<file path="config.mk">
export PLATFORM = sky130hd
export DESIGN_NAME = exc_bank_unit
export DESIGN_NICKNAME = d
export VERILOG_FILES = /design/src/rtl/exc_bank_pkg.sv /design/src/rtl/exc_mode_decode.sv /design/src/rtl/exc_target.sv /design/src/rtl/exc_bank_unit.sv
export SDC_FILE = /design/constraint.sdc
export NUM_CORES = 1
export LEC_CHECK = 0
export BUFFER_PORTS_ARGS = -buffer_cell sky130_fd_sc_hd__buf_2
export CAP_MARGIN = 20
export CORE_MARGIN = 5
export CORE_UTILIZATION = 53
export DETAILED_ROUTE_END_ITERATION = 12
export PLACE_DENSITY = 0.75
export SLEW_MARGIN = 20
export SYNTH_ARGS = -nofsm -noshare
export SYNTH_HDL_FRONTEND = slang
export SYNTH_HIERARCHICAL = 1
export SYNTH_SLANG_ARGS = --single-unit
</file>
<file path="constraint.sdc">
create_clock -name clk -period 3.25 [get_ports clk]
set_input_delay 0.4875 -clock clk [delete_from_list [all_inputs] [get_ports clk]]
set_output_delay 0.4875 -clock clk [all_outputs]
set_load 0.02 [all_outputs]
</file>
<file path="src/rtl/exc_bank_pkg.sv">
package exc_bank_pkg;

    localparam int XLEN      = 32;
    localparam int MODE_W    = 5;
    localparam int NUM_BANKS = 4;
    localparam int BANK_W    = $clog2(NUM_BANKS);
    localparam int ETYPE_W   = 2;

    typedef enum logic [MODE_W-1:0] {
        MODE_USER = 5'h10,
        MODE_INTR = 5'h12,
        MODE_PRIV = 5'h13,
        MODE_TRAP = 5'h17,
        MODE_SYS  = 5'h1F
    } mode_e;

    typedef enum logic [ETYPE_W-1:0] {
        EXC_SWI    = 2'd0,
        EXC_IFETCH = 2'd1,
        EXC_DATA   = 2'd2,
        EXC_IRQ    = 2'd3
    } exc_e;

    typedef struct packed {
        logic [XLEN-1:0] r29;
        logic [XLEN-1:0] r30;
        logic [XLEN-1:0] bsr;
    } bank_t;

    typedef struct packed {
        bank_t [NUM_BANKS-1:0] banks;
        bank_t                 live;
        logic [XLEN-1:0]       status;
        logic [XLEN-1:0]       pc;
        logic                  done;
        logic                  err;
    } unit_state_t;

endpackage

</file>
<file path="src/rtl/exc_mode_decode.sv">
module exc_mode_decode
    import exc_bank_pkg::*;
(
    input  logic [MODE_W-1:0] mode_i,
    output logic [BANK_W-1:0] bank_o,
    output logic              valid_o
);
    always_comb begin
        valid_o = 1'b1;
        bank_o  = '0;
        case (mode_i)
            MODE_USER, MODE_SYS: bank_o = BANK_W'(0);
            MODE_PRIV:           bank_o = BANK_W'(1);
            MODE_TRAP:           bank_o = BANK_W'(2);
            MODE_INTR:           bank_o = BANK_W'(3);
            default: begin
                valid_o = 1'b0;
                bank_o  = '0;
            end
        endcase
    end
endmodule

</file>
<file path="src/rtl/exc_target.sv">
module exc_target
    import exc_bank_pkg::*;
#(
    parameter logic [XLEN-1:0] VEC_LO     = 32'h0000_0000,
    parameter logic [XLEN-1:0] VEC_HI     = 32'hFFFF_0000,
    parameter int              VEC_STRIDE = 4
) (
    input  logic [ETYPE_W-1:0] type_i,
    input  logic               hi_sel_i,
    output logic [MODE_W-1:0]  mode_o,
    output logic [XLEN-1:0]    vec_o
);
    localparam logic [XLEN-1:0] STRIDE = XLEN'(VEC_STRIDE);

    always_comb begin
        case (exc_e'(type_i))
            EXC_IFETCH, EXC_DATA: mode_o = MODE_TRAP;
            EXC_IRQ:              mode_o = MODE_INTR;
            default:              mode_o = MODE_PRIV;
        endcase
        vec_o = (hi_sel_i ? VEC_HI : VEC_LO) + STRIDE * XLEN'(type_i);
    end
endmodule

</file>
<file path="src/rtl/exc_bank_unit.sv">
module exc_bank_unit
    import exc_bank_pkg::*;
#(
    parameter logic [XLEN-1:0] VEC_LO     = 32'h0000_0000,
    parameter logic [XLEN-1:0] VEC_HI     = 32'hFFFF_0000,
    parameter int              VEC_STRIDE = 4,
    parameter int              IDIS_BIT   = 7
) (
    input  logic               clk,
    input  logic               rst_n,
    input  logic               exc_valid_i,
    input  logic [1:0]         exc_type_i,
    input  logic               vec_hi_i,
    input  logic [31:0]        cur_status_i,
    input  logic [31:0]        cur_pc_i,
    input  logic               sw_valid_i,
    input  logic [4:0]         sw_mode_i,
    input  logic               wr_en_i,
    input  logic [1:0]         wr_sel_i,
    input  logic [31:0]        wr_data_i,
    output logic [31:0]        r29_o,
    output logic [31:0]        r30_o,
    output logic [31:0]        bsr_o,
    output logic [31:0]        status_o,
    output logic [31:0]        pc_o,
    output logic               done_o,
    output logic               err_o
);
    unit_state_t st_d, st_q;

    logic [MODE_W-1:0] cur_mode;
    logic [MODE_W-1:0] exc_mode;
    logic [MODE_W-1:0] tgt_mode;
    logic [XLEN-1:0]   vec_addr;
    logic [BANK_W-1:0] cur_bank, tgt_bank;
    logic              cur_ok, tgt_ok;
    logic              req;

    assign cur_mode = cur_status_i[MODE_W-1:0];
    assign tgt_mode = exc_valid_i ? exc_mode : sw_mode_i;
    assign req      = exc_valid_i | sw_valid_i;

    exc_target #(
        .VEC_LO    (VEC_LO),
        .VEC_HI    (VEC_HI),
        .VEC_STRIDE(VEC_STRIDE)
    ) u_target (
        .type_i  (exc_type_i),
        .hi_sel_i(vec_hi_i),
        .mode_o  (exc_mode),
        .vec_o   (vec_addr)
    );

    exc_mode_decode u_cur_dec (
        .mode_i (cur_mode),
        .bank_o (cur_bank),
        .valid_o(cur_ok)
    );

    exc_mode_decode u_tgt_dec (
        .mode_i (tgt_mode),
        .bank_o (tgt_bank),
        .valid_o(tgt_ok)
    );

    always_comb begin
        st_d      = st_q;
        st_d.done = 1'b0;
        st_d.err  = 1'b0;
        if (req) begin
            if (!cur_ok || !tgt_ok) begin
                st_d.err = 1'b1;
            end else begin
                if (cur_mode != tgt_mode) begin
                    st_d.banks[cur_bank] = st_q.live;
                    st_d.live            = st_d.banks[tgt_bank];
                end
                st_d.status               = cur_status_i;
                st_d.status[MODE_W-1:0]   = tgt_mode;
                if (exc_valid_i) begin
                    st_d.live.bsr          = cur_status_i;
                    st_d.live.r30          = cur_pc_i;
                    st_d.status[IDIS_BIT]  = 1'b1;
                    st_d.pc                = vec_addr;
                    st_d.done              = 1'b1;
                end
            end
        end else if (wr_en_i) begin
            case (wr_sel_i)
                2'd0:    st_d.live.r29 = wr_data_i;
                2'd1:    st_d.live.r30 = wr_data_i;
                2'd2:    st_d.live.bsr = wr_data_i;
                default: st_d.live     = st_q.live;
            endcase
        end
    end

    always_ff @(posedge clk or negedge rst_n) begin
        if (!rst_n) begin
            st_q <= '0;
        end else begin
            st_q <= st_d;
        end
    end

    assign r29_o    = st_q.live.r29;
    assign r30_o    = st_q.live.r30;
    assign bsr_o    = st_q.live.bsr;
    assign status_o = st_q.status;
    assign pc_o     = st_q.pc;
    assign done_o   = st_q.done;
    assign err_o    = st_q.err;

endmodule

</file>
==> run summary <==
MaxCap Viol Count = 0
Reg2Reg Depth = 5
Seq pwr share = 0.467
Synth-to-Final Area Change = 9.145%
Int Power = 12380 µW
Worst Path Arrival = 3.03 ns
Setup Buffers After CTS = 0
clock network power share = 0.355
Crit. End Element = flip-flop
pins over their slew limit = 0
Yosys reg bits = 546
r2r endpoint = r29_o[2]
Worst R2R Setup Slack = 1.74 ns
CP max stage cell = mux2_2
Synth Warn # = 6
Synth Flop Type = dfrtp_1
maximum ir drop on the vdd rail = 0.4037 mV
first-pass GRT wire length = 138.4 mm
post-CTS sizing = 0
Nets = 2955
GRT Total Usage = 0.2940
Final Wtd Congestion = 0.8558
Synth top area share = 0.4667
die height = 245.0 µm
CTS tree = built
Worst-path clk slew = 0.06 ns
Initial Util = 0.5335
critical path's largest stage delay = 0.35 ns
static leakage = 0.01515 µW
final non-filler cell area = 31960 µm²
Fin. Hold Viols = 0
DRC = 0
CTS Buffer Depth = 3
pwr dens = 559.5 nW/µm²
Cells on Worst Hold Path = 3
Final Core Density = 0.5823
Hold Path Class = in2reg
worst setup skew after layout = 0.02406 ns
Detail Route Antenna Nets = 0
vias = 22.97k
Comb power frac = 0.178
worst r2r src = r29_o[2]
Worst Setup Start Kind = primary input
Routed WL per cell = 25.23 µm
initial antenna violation count = 3
layout cells sized above 1 = 0.3062
chip width = 245.0 µm
Synth area leaders = dfrtp_1 (47%), mux2_2 (16%), nand2_1 (9.3%), buf_4 (5.2%), mux2i_1 (3.5%)
Tmin final = 2.526 ns
f_max = 395.9 MHz
Vias/cell = 6.397
cell area after synthesis = 29280 µm²
H-tree level count = 2
Num CTS Buffers = 58
cell taking the most area after synthesis = dfrtp_1
status = finished, final reports clean
HPWL Detailed = 56.29 mm
root buf cell = clkbuf_16
Core Area = 54880 µm²
Avg Inst Size Synth = 10.05 µm²
Seq/Total Area, Yosys = 0.4667
Final Cycle Share = 0.7773
Pwr Total = 17880 µW
Pre-antenna DRT Iters = 5
WP data required = 3.76 ns
clk_lat worst skew = 0.63 ns
Synth Instances = 2912
Total Die Area = 60040 µm²
RSZ-0062 raised after global routing = false
grt total ovfl = 0
EDFF count, synth = 0
count of cell types in the netlist = 36
# setup viols final = 0
CTS Hold Bufs = 1
P_sw = 5501 µW
CP cell instances = buf_2 > ha_1 > mux2i_1 > inv_1 > nand2b_1 > o2111a_1 > nand2_1 > nor2_4 > o21ai_4 > nor2_4 > buf_12 > buf_12 > mux2_2
slew margin rel. = 0.3934
critical path class = in2reg
drt initial violations = 2447
FP Rows = 86
vias in the first global route = 23.28k
worst setup path startpoint = exc_type_i[0]
placed cell count = 3486
Setup TNS = 0 ns
Max Fanout on Critical Path = 26
pin count of the biggest net entering global routing = 85
worst setup path end = st_q[395]
drt total wl = 90.61 mm
port buffer count = 272
num ports = 273
Synth async-reset ratio = 1.000
final cell count without fillers = 3591
Switching Fraction = 0.3077
clock sink total = 546
Slew @ Worst Pin = 0.9078 ns
Placed Area = 30150 µm²
## critical path, delay by kind of cell
family | cells | cell delay, ns
AND/OR/NAND/NOR | 4 | 0.58
AO/OA/AOI/OAI | 2 | 0.36
buffers and inverters | 4 | 0.69
adder cells (fa/ha/maj) | 1 | 0.28
multiplexers | 2 | 0.61
## placed cells by master (no fill, tap or decap), drive strengths merged
| cell | count |
|---|---|
| xor2 | 7 |
| clkinv | 10 |
| a32oi | 64 |
| conb | 17 |
| ha | 1 |
| nand3 | 97 |
| nand3b | 5 |
| inv | 10 |
| buf | 360 |
| dfrtp | 546 |
| mux2 | 448 |
| o21ai | 72 |
| a221oi | 64 |
| a21oi | 1 |
| bufinv | 1 |
| clkbuf | 88 |
| diode | 3 |
| nand2 | 728 |
| and3 | 65 |
| or2 | 2 |
| a31oi | 96 |
| mux2i | 101 |
| dlygate4sd3 | 1 |
| o22a | 1 |
| nor2b | 4 |
| a32o | 64 |
| and2 | 3 |
| o31a | 1 |
| o2111a | 2 |
| nand2b | 6 |
| o41ai | 2 |
| nor2 | 17 |
## state kept, by name, indices dropped and copies added, names as in the netlist
signal    flops
err_o         1
done_o        1
status_o     32
st_q        384
bsr_o        32
pc_o         32
r30_o        32
r29_o        32
## final cells by class
class                           count  area (µm²)
Clock inverter                     13       116.4
Sequential cell                   546       13660
Antenna cell                        3       7.507
Fill cell                        4464       22920
Timing Repair Buffer              361        2605
Tap cell                          704       880.8
Clock buffer                       88        1674
Inverter                            8       30.03
Multi-Input combinational cell   1868       12980
## synthesized netlist by cell type, drive strengths merged, types with 5 or more instances
cell type  count
dfrtp        546
nand3b         5
xor2           7
mux2         448
buf          270
mux2i        101
nand2b         6
and3          65
nor2          17
a32oi         64
nand2        728
a221oi        64
inv            8
clkbuf       235
nand3         97
a31oi         96
o21ai         72
a32o          64
## power groups by stage
stage / sequential (µW) / combinational, µW / clock (µW)
6_report: 8350 / 3190 / 6340
2_1_floorplan: 7950 / 2960 / 0
3_3_place_gp: 8360 / 3100 / 0
4_1_cts: 8330 / 3200 / 6420
3_5_place_dp: 8450 / 3190 / 0
5_1_grt: 8470 / 3430 / 6700
## worst min-delay path by stage
stage	start	endpoint
after floorplan	rst_n	bsr_o[0]
after global placement	status_o[19]	status_o[19]
after detailed placement	status_o[9]	status_o[9]
after CTS	cur_status_i[16]	status_o[16]
after global routing	cur_status_i[24]	status_o[24]
final	cur_status_i[16]	status_o[16]
## metrics by stage
step	hold slack (ns)	setup slack, ns
3_5_place_dp	0.4575	0.1292
3_3_place_gp	0.4520	0.1552
4_1_cts	0.05498	0.7816
5_1_grt	0.09774	0.5971
6_report	0.08161	0.7239
2_1_floorplan	0.1919	0.2480
## metal layers
metal  vias to the layer above  part of all wire  global-route usage
met4                         2             0.063              0.1772
met5                         -          0.000077                   0
met3                       333             0.099             0.07274
li1                       9809                 -                   -
met2                      1268              0.46              0.4672
met1                     11560              0.37              0.3642
## logic make-up after synthesis
| group | share of synthesized area |
|---|---|
| AO/OA/AOI/OAI | 0.09679 |
| XOR/XNOR | 0.002094 |
| adder cells (fa/ha/maj) | 0.0004273 |
| buffers and inverters | 0.09594 |
| flip-flops | 0.4667 |
| multiplexers | 0.2068 |
| other | 0.0002565 |
| AND/OR/NAND/NOR | 0.1310 |
Note: power is estimated with default switching activity, not from simulation.
